`src/rtl/tri_logic_pkg.sv`:
```
package tri_logic_pkg;
   localparam int unsigned CODE_W = 8;
   localparam int unsigned IDX_W  = 3;
   typedef logic [CODE_W-1:0] code_t;
endpackage

```
`src/rtl/tri_code_mux.sv`:
```
module tri_code_mux #(
   parameter int unsigned WIDTH = 64
) (
   input  logic                        code_sel,
   input  tri_logic_pkg::code_t        imm_code,
   input  logic [WIDTH-1:0]            code_word,
   output tri_logic_pkg::code_t        code
);
   import tri_logic_pkg::*;

   initial begin
      if (WIDTH < CODE_W) $error("tri_code_mux: WIDTH must be at least CODE_W");
   end

   always_comb begin
      code = code_sel ? code_word[CODE_W-1:0] : imm_code;
   end
endmodule

```
`src/rtl/tri_lut_array.sv`:
```
module tri_lut_array #(
   parameter int unsigned WIDTH = 64
) (
   input  tri_logic_pkg::code_t   code,
   input  logic [WIDTH-1:0]       op_x,
   input  logic [WIDTH-1:0]       op_y,
   input  logic [WIDTH-1:0]       op_z,
   output logic [WIDTH-1:0]       lut_out
);
   import tri_logic_pkg::*;

   initial begin
      if (WIDTH < 1) $error("tri_lut_array: WIDTH must be positive");
   end

   for (genvar g = 0; g < WIDTH; g++) begin : g_bit
      logic [IDX_W-1:0] row;
      always_comb begin
         row        = {op_z[g], op_y[g], op_x[g]};
         lut_out[g] = code[row];
      end
   end
endmodule

```
`src/rtl/tri_logic_unit.sv`:
```
module tri_logic_unit #(
   parameter int unsigned WIDTH = 64
) (
   input  logic             clk,
   input  logic             rst,
   input  logic             req_valid,
   input  logic             code_sel,
   input  logic [7:0]       imm_code,
   input  logic [WIDTH-1:0] code_word,
   input  logic [WIDTH-1:0] op_x,
   input  logic [WIDTH-1:0] op_y,
   input  logic [WIDTH-1:0] op_z,
   output logic             rsp_valid,
   output logic [WIDTH-1:0] result
);
   import tri_logic_pkg::*;

   initial begin
      if (WIDTH < CODE_W) $error("tri_logic_unit: WIDTH below code width");
   end

   code_t            code;
   logic [WIDTH-1:0] lut_out;

   tri_code_mux #(.WIDTH(WIDTH)) u_mux (
      .code_sel (code_sel),
      .imm_code (imm_code),
      .code_word(code_word),
      .code     (code)
   );

   tri_lut_array #(.WIDTH(WIDTH)) u_lut (
      .code   (code),
      .op_x   (op_x),
      .op_y   (op_y),
      .op_z   (op_z),
      .lut_out(lut_out)
   );

   always_ff @(posedge clk) begin
      if (rst) begin
         result    <= '0;
         rsp_valid <= 1'b0;
      end else begin
         rsp_valid <= req_valid;
         if (req_valid) result <= lut_out;
      end
   end

   AST_VALID_FOLLOWS: assert property (@(posedge clk) disable iff (rst)
      req_valid |=> rsp_valid) else $error("valid lost");
   AST_IDLE_DROPS: assert property (@(posedge clk) disable iff (rst)
      !req_valid |=> (!rsp_valid && $stable(result))) else $error("idle");
   AST_AND_CODE: assert property (@(posedge clk) disable iff (rst)
      (req_valid && code == 8'h80) |=> result == ($past(op_x) & $past(op_y) & $past(op_z)))
      else $error("and");
   AST_OR_CODE: assert property (@(posedge clk) disable iff (rst)
      (req_valid && code == 8'hFE) |=> result == ($past(op_x) | $past(op_y) | $past(op_z)))
      else $error("or");
   AST_BLEND_CODE: assert property (@(posedge clk) disable iff (rst)
      (req_valid && !code_sel && imm_code == 8'hCA) |=>
         result == (($past(op_z) & $past(op_y)) | (~$past(op_z) & $past(op_x))))
      else $error("blend");
   AST_PASS_X: assert property (@(posedge clk) disable iff (rst)
      (req_valid && !code_sel && imm_code == 8'hAA) |=> result == $past(op_x))
      else $error("pass");
   AST_RESET_CLEAR: assert property (@(posedge clk)
      rst |=> (!rsp_valid && result == '0)) else $error("reset");
endmodule

```
`config.mk`:
```
export PLATFORM = sky130hd
export DESIGN_NAME = tri_logic_unit
export DESIGN_NICKNAME = d
export VERILOG_FILES = /design/src/rtl/tri_logic_pkg.sv /design/src/rtl/tri_code_mux.sv /design/src/rtl/tri_lut_array.sv /design/src/rtl/tri_logic_unit.sv
export SDC_FILE = /design/constraint.sdc
export NUM_CORES = 1
export LEC_CHECK = 0
export BUFFER_PORTS_ARGS = -buffer_cell sky130_fd_sc_hd__buf_2
export CORE_MARGIN = 2
export CORE_UTILIZATION = 30
export CTS_BUF_LIST = sky130_fd_sc_hd__clkbuf_16
export CTS_CLUSTER_DIAMETER = 30
export DETAILED_ROUTE_END_ITERATION = 12
export GPL_ROUTABILITY_DRIVEN = 0
export PLACE_DENSITY = 0.59
export SLEW_MARGIN = 20
export SYNTH_ARGS = -nofsm -noshare
export SYNTH_HDL_FRONTEND = slang
export SYNTH_SLANG_ARGS = --single-unit
```
`constraint.sdc`:
```
create_clock -name clk -period 1.6 [get_ports clk]
set_input_delay 0.16 -clock clk [delete_from_list [all_inputs] [get_ports clk]]
set_output_delay 0.16 -clock clk [all_outputs]
set_load 0.1 [all_outputs]
```
-- Word-level counts from Yosys, hierarchy flattened
Cells that the tools add are included.
- $lt $le $gt $ge: 64
- muxes and demuxes: 129
- operator list (operator ; count):
    < comparator 3 x 4 -> 1 bit, second input constant ; 64
    binary-select mux 1 bit (select 3 bit) ; 64
    two-way mux 1 bit ; 64
    two-way mux 8 bit ; 1
- flip-flop bits (word level): 65
- bits of input ports: 268
- output and inout port bits: 65
- word-level logic and storage cells: 195

-- Logic depth before layout (Yosys ltp)
Gate-level depths: netlist of the first run.
- depth after elaboration: 3
- mapped depth: 8
- gate-level depth less buffers: 4

-- Cells and area by module
A second synthesis of the first run with hierarchy kept.
- cell total of the unflattened synthesis: 463
- area, all modules: 6391.1 um^2
- by module, submodules not included (module ; times used ; cells each ; area an instance (um^2) ; seq. area each (um^2)):
    tri_lut_array ; 1 ; 246 ; 3948.8 ; 0.0
    tri_logic_unit ; 1 ; 208 ; 2311.0 ; 1301.2
    tri_code_mux ; 1 ; 9 ; 131.4 ; 0.0

-- Worst setup path after synthesis of the first run
No wires, ideal clock.
- kind: input port to flip-flop
- start point: in code_sel
- end point: reg result[36]
- setup time: 129 ps
- arrival time: 1623 ps
- path slack: -152 ps
- stages on the path: 7
- path buffers: 3
- path through: buf_6 -> buf_8 -> mux2_4 -> clkbuf_2 -> mux4_2 -> a32oi_1 -> o31ai_1
- longest elaborated chain between the ends: 3
- RTL lines (element ; RTL line ; RTL):
    start, declared ; tri_logic_unit.sv:7 ; input logic code_sel,
    two-way mux 8 bit ; tri_code_mux.sv:16 ; code = code_sel ? code_word[CODE_W-1:0] : imm_code;
    binary-select mux 1 bit (select 3 bit) ; tri_lut_array.sv:20 ; lut_out[g] = code[row];
    two-way mux 1 bit (not written as such) ; tri_lut_array.sv:20 ;
    end signal, assigned ; tri_logic_unit.sv:46 ; if (req_valid) result <= lut_out;
    end, declared ; tri_logic_unit.sv:14 ; output logic [WIDTH-1:0] result
Every way passes these cells. The select of a mux whose other input is x is not followed.
A chain may end at the register's enable or synchronous reset.

-- Worst setup path in the final report of the first run
- start point: in code_sel
- end point: reg result[27]
Same word-level chain as after synthesis.

==> metrics.cfg, run 1 <==
[global_routing]
grt_pass1_wl_mm=34.09
antenna_found_initial=3
overflow=0
first_global_vias=5979
grt_max_degree=53
grt_usage_pct=20.63

[routing]
drt_iter0_drc=500
ant_nets=0
vias=6031
drt-total-wl_mm=22.43
routedWlPerCell_um=21.00
first_pass_iters=5
routed_via_density=5.647
drc_errors=0

[synthesis]
ys_seq_area_share_pct=21.35
syn-num-nets=791
ys_types=24
postSynthCellCount=523
syn_avg_cell_area_um2=11.65
synth_warnings=0
synth_seq_cells=65
syn_area_um2=6095

[floorplanning]
num_rows=52
initial_core_util_pct=30.31
io_pins=333
die_h_um=146.5
dieArea_um2=21470
core_um2=20100
die_w_um=146.5

[status]
status=completed

[power]
p_leak_nw=3.593
total_power_mw=7.095
ir_worst_vdd_mv=0.3845
p_per_area_nw_per_um2=840.0

[timing]
final_max_slew_viol_count=0
worstMarginPinSlew_ns=0.5665
max_slew_margin_pct=62.49
fin_crit_sh_pct=95.49
fmax_mhz=654.5
hold_violations=0
skew_ns=0
fin_hold_ws_ns=0.01523
setup_viol=0
period_needed_ns=1.528
rsz0062_at_grt=no

[cts]
clk_pin_slew_ns=0.06
clk_latency_ns=0.34
cts_buffers=9
cts.sinks=65
root_buffer=clkbuf_16
cts_max_level=3
cts_setup_buffers=0
cts_max_path_buffers=2
cts_tree=done

[worst_setup_path]
worstSetupStartpointType=input pin
cp.required_ns=1.88
crit_fanout=32
critPathCaptureType=flop
cp_data_arrival_time_ns=1.80
path_class=input pin to flop

[final_layout]
drive_gt1_share_pct=57.56
num-nets-final=1057
area_delta_synth_final_pct=38.60
utilization_pct=42.02

[job]
max_cap_violations=0

[min_path]
hold_path.class=input pin to flop

[placed_design]
dp_hpwl_mm=16.39
portBuffers=276

==> what timing repair did <==
action,4_1_cts,5_1_grt
endpoints found under the hold margin,4,1
hold buffers,4,1
gates resized for setup,0,0
==> cell families (layout without fill, tap and decap cells) <==
logic type / after synthesis / after routing / synth area share, %
simple gates: 200 / 200 / 16.57
mux: 136 / 136 / 49.99
buf+inv: 72 / 343 / 5.276
flops: 65 / 65 / 21.35
compound gates: 50 / 50 / 6.816
other cells: 0 / 4 / 0
==> layer usage <==
metal	track usage (%)	vias to the layer above	share of wire, %
met5	0	-	0
met4	6.602	0	2.6
met3	4.031	35	7.9
met2	33.73	333	49
met1	27.73	2941	41
li1	-	2722	-
==> synthesized netlist by cell type, drive strengths merged <==
library cell / number / area share (%)
nand2b: 1 / 0.10
mux4: 128 / 48
nand2: 60 / 3.7
clkbuf: 58 / 3.6
nand3: 78 / 6.4
a311oi: 7 / 1.0
mux2: 4 / 0.92
or3: 39 / 4.0
inv: 1 / 0.062
dfxtp: 65 / 21
nor4b: 7 / 1.0
a211o: 7 / 1.0
mux2i: 4 / 0.66
a32oi: 18 / 2.6
buf: 13 / 1.6
nor2: 8 / 0.49
nand3b: 7 / 0.86
o31ai: 18 / 2.2
==> layout by cell type (no fill, tap or decap), types with 2 or more instances in the layout <==
master         synthesis  routed
buf_2                  6     276
mux4_2               110     110
nand3_1               78      77
dfxtp_1               65      65
nand2_1               60      60
or3_1                 39      39
buf_4                  0      29
a32oi_1               18      18
o31ai_1               18      18
mux4_1                18      18
buf_12                 0      16
clkbuf_16              0       9
nor4b_1                7       7
nor2_1                 8       7
nand3b_1               7       7
a311oi_1               7       7
a211o_1                7       7
dlygate4sd3_1          0       5
diode_2                0       4
mux2i_4                0       4
mux2_4                 3       3
clkinvlp_4             0       2
clkinv_2               0       2
==> path summary, 6_finish.rpt <==
check	start	endpoint	slack, ns	cells after the start
worst max-delay path	code_sel	result[27]	0.07	7
worst min-delay path	op_z[36]	result[36]	0.02	2
worst max register to register	result[40]	result[40]	0.87	2
worst min register to register	result[12]	result[12]	0.45	2
==> sequential cells by signal, summed over array words and instances, names as in the netlist <==
name       count
result        64
rsp_valid      1
==> area by class of cell <==
class / instances / area (um2)
clock inverters: 7 / 62.56
repair buffers: 326 / 1969
inverters: 1 / 3.754
flip-flops and latches: 65 / 1301
fillers: 1955 / 11660
diodes: 4 / 10.01
multi-input cells: 386 / 4537
clock buffers: 9 / 225.2
well taps: 270 / 337.8
==> critical path, cell delays in order <==
cell and delay, ns:
buf_2 0.14, buf_4 0.17, mux2i_4 0.24, buf_12 0.20
mux4_2 0.47, or3_1 0.32, nand3_1 0.09
==> through the flow <==
step                      worst slack, ns  cells  instance area (um2)  setup TNS [ns]
after floorplan                   -0.1266    523                 6131          -4.729
after global placement            -0.2587   1043                 8099          -13.70
after detailed placement          -0.2735   1043                 8099          -15.00
after CTS                         0.09137   1063                 8427               0
after global routing             0.009041   1066                 8442               0
final                             0.07209   1068                 8447               0
==> where the power goes <==
| part | switching [mW] | internal, mW | leakage [nW] | total (mW) |
|---|---|---|---|---|
| logic | 2.03 | 1.21 | 2.92 | 3.24 |
| clock network | 0.816 | 1.19 | 0.140 | 2.01 |
| registers | 0.0764 | 1.77 | 0.536 | 1.85 |
| total | 2.92 | 4.17 | 3.59 | 7.10 |
(Power assumes the default switching activity.)
==> run 2, diff against run 1 <==
Settings changed: ABC_AREA from default to 1, PLACE_DENSITY 0.59 to 0.55.
==> metrics.cfg, run 2 <==
[floorplanning]
die_h_um=170.2  ; +16%
core_um2=27030  ; +34%
num_rows=60  ; +15%
dieArea_um2=28980  ; +35%
die_w_um=170.2  ; +16%
initial_core_util_pct=30.67  ; +0.36 points
io_pins=333  ; unchanged

[cts]
cts_setup_buffers=0  ; unchanged
clk_pin_slew_ns=0.07  ; about the same
root_buffer=clkbuf_16
cts_max_path_buffers=2  ; unchanged
cts_buffers=9  ; unchanged
cts.sinks=65  ; unchanged
clk_latency_ns=0.34  ; about the same
cts_max_level=3  ; unchanged
cts_tree=done

[final_layout]
final_cell_mix=nand3_1, buf_2, inv_1
final_common_cell=nand3_1
utilization_pct=38.88  ; -3.1 points
top_register=result
num-nets-final=1954  ; +85%
largest_register_ffs=64  ; unchanged
seq_area_um2=1301  ; unchanged
multi_input_area_um2=5627  ; +24%
area_delta_synth_final_pct=26.76
drive_gt1_share_pct=22.95  ; -35 points
top_regs=result x64, rsp_valid x1
nFillCells=2963  ; +52%

[synthesis]
ys.flop_type=dfxtp_1
synth_warnings=0  ; unchanged
ys_seq_area_share_pct=15.70  ; -5.7 points
syn_area_um2=8289  ; +36%
yosys-top-cells-count=nand3_1, inv_1, buf_2
postSynthCellCount=1464  ; +180%
yosysMostFrequentCell=nand3_1
synth_seq_cells=65  ; unchanged
syn_avg_cell_area_um2=5.662  ; -51%
async_flop_share_pct=0  ; unchanged
netlist_top_cells_area=nand3_1, dfxtp_1, inv_1
synth_area_leader_cell=nand3_1
synth-edff-count=0  ; unchanged
syn-num-nets=1732  ; +120%
ys_types=20  ; -17%
synth_top_cell_area_share_pct=53.01  ; +12 points

[routing]
ant_nets=0  ; unchanged
routed_via_density=5.804  ; +2.8%
drc_errors=0  ; unchanged
first_pass_iters=6  ; +1
drt-total-wl_mm=38.57  ; +72%
routedWlPerCell_um=18.91  ; -10%
drt_iter0_drc=1397  ; +180%
vias=11835  ; +96%

[worst_setup_path]
cp_top_family=buffers and inverters
path_class=flop to primary output
slowest_delay_ns=0.45  ; -0.02 ns
startpoint=result[55]
crit_fanout=2  ; -94%
ff2ff_setup_slack_ns=0.93  ; +0.06 ns
critPathCaptureType=primary output
path_buf_inv=1  ; -2
cp_data_arrival_time_ns=1.16  ; -0.64 ns
crit_slowest_cell=buf_2
r2r_start=result[10]
r2r-end=result[10]
worstPathCellList=buf_2
cp.required_ns=1.44  ; -0.44 ns
ff2ff_path_depth=2  ; unchanged
worstSetupStartpointType=flop

[global_routing]
antenna_found_initial=7  ; +4
grt_usage_pct=26.00  ; +5.4 points
grt_pass1_wl_mm=59.90  ; +76%
grt_max_degree=65  ; +23%
first_global_vias=11053  ; +85%
overflow=0  ; unchanged

[timing]
tns_ns=0  ; unchanged
fmax_mhz=754.7  ; +15%
setup_slack_ns=0.2750  ; +0.2029 ns
fin_crit_sh_pct=82.81  ; -13 points
period_needed_ns=1.325  ; -0.2029 ns
worstMarginPinSlew_ns=0.5350  ; -0.03155 ns
rsz0062_at_grt=no
max_slew_margin_pct=64.58  ; +2.1 points
final_max_slew_viol_count=0  ; unchanged
hold_violations=0  ; unchanged
skew_ns=0  ; unchanged
setup_viol=0  ; unchanged

[min_path]
hold_path.class=input pin to flop
whs_path_depth=4  ; +2
worstHoldStart=op_z[11]
hold_end=result[11]

[power]
p_per_area_nw_per_um2=733.9  ; -13%
ir_worst_vdd_mv=0.5198  ; +35%
combPwrFrac_pct=49.3  ; +3.7 points
total_power_mw=7.711  ; +8.7%
intPower_mw=4.070  ; -2.5%
power.clock.fraction_pct=27.1  ; -1.2 points
switching_share_pct=47.22  ; +6.0 points
p_switching_mw=3.641  ; +25%
p_leak_nw=5.565  ; +55%
p_seq_share_pct=23.6  ; -2.5 points

[job]
max_cap_violations=0  ; unchanged

[placed_design]
dp_slack_ns=0.1138  ; +0.3874 ns
portBuffers=276  ; unchanged
dp_hpwl_mm=25.53  ; +56%

[status]
status=completed

-- run 2: cell count changes in the layout (fill, tap and decap cells not counted), moves of 18 or more --
cell	change
mux4_1	-18
a32oi_1	-18
inv_1	+174
a21oi_2	+30
or3_1	-39
mux4_2	-110
o31ai_1	-18
o21ai_0	+64
a21oi_1	+34
nand3_1	+801
-- run 2: timing repair --
| item | CTS | global route |
|---|---|---|
| hold endpoints to repair | 1 | 0 |
| gates resized for setup | 0 | 0 |
| hold buffers | 1 | 0 |
-- run 2: logic make-up after synthesis --
family	Yosys count	synth area share, %
simple gates	977	58.79
buf+inv	294	16.42
compound gates	128	9.087
flops	65	15.70
-- run 2: power groups by stage --
stage,sequential [mW],combinational (mW),clock (mW)
after floorplan,2.84,1.64,0
after global placement,1.85,3.73,0
after detailed placement,1.85,3.77,0
after CTS,1.82,3.78,2.15
after global routing,1.83,4.11,2.22
final,1.82,3.80,2.09
-- run 2: per-stage QoR --
| step | area, um2 | hold slack [ns] | cells |
|---|---|---|---|
| finish | 10510 | 0.1242 | 2039 |
| global placement | 10190 | 0.3455 | 2015 |
| CTS | 10490 | 0.1116 | 2032 |
| detailed placement | 10190 | 0.3457 | 2015 |
| floorplan | 8289 | 0.2324 | 1464 |
| global route | 10500 | 0.1261 | 2036 |
-- run 2: routing by layer --
metal	GRT usage (%)	wire length [um]	vias up	part of all wire [%]
met1	33.73	15790	5421	41
met5	0	27	-	0.070
met2	43.05	17850	743	46
li1	-	-	5595	-
met3	4.488	4045	72	10
met4	9.662	854	4	2.2
-- run 2: area by class of cell --
cell class,count,area share [%]
Multi-Input combinational cell,1105,53.55
Clock inverter,7,0.5835
Clock buffer,9,2.143
Sequential cell,65,12.38
Timing Repair Buffer,328,20.72
Tap cell,341,4.060
Inverter,177,6.394
Antenna cell,7,0.1667
-- run 2: worst max path at each step --
stage	end	slack, ns	depth (start not counted)
3_5_place_dp	result[60]	0.11	9
3_3_place_gp	result[57]	0.13	9
2_1_floorplan	result[12]	0.28	2
4_1_cts	result[55]	0.25	1
6_report	result[55]	0.28	1
5_1_grt	result[55]	0.24	1
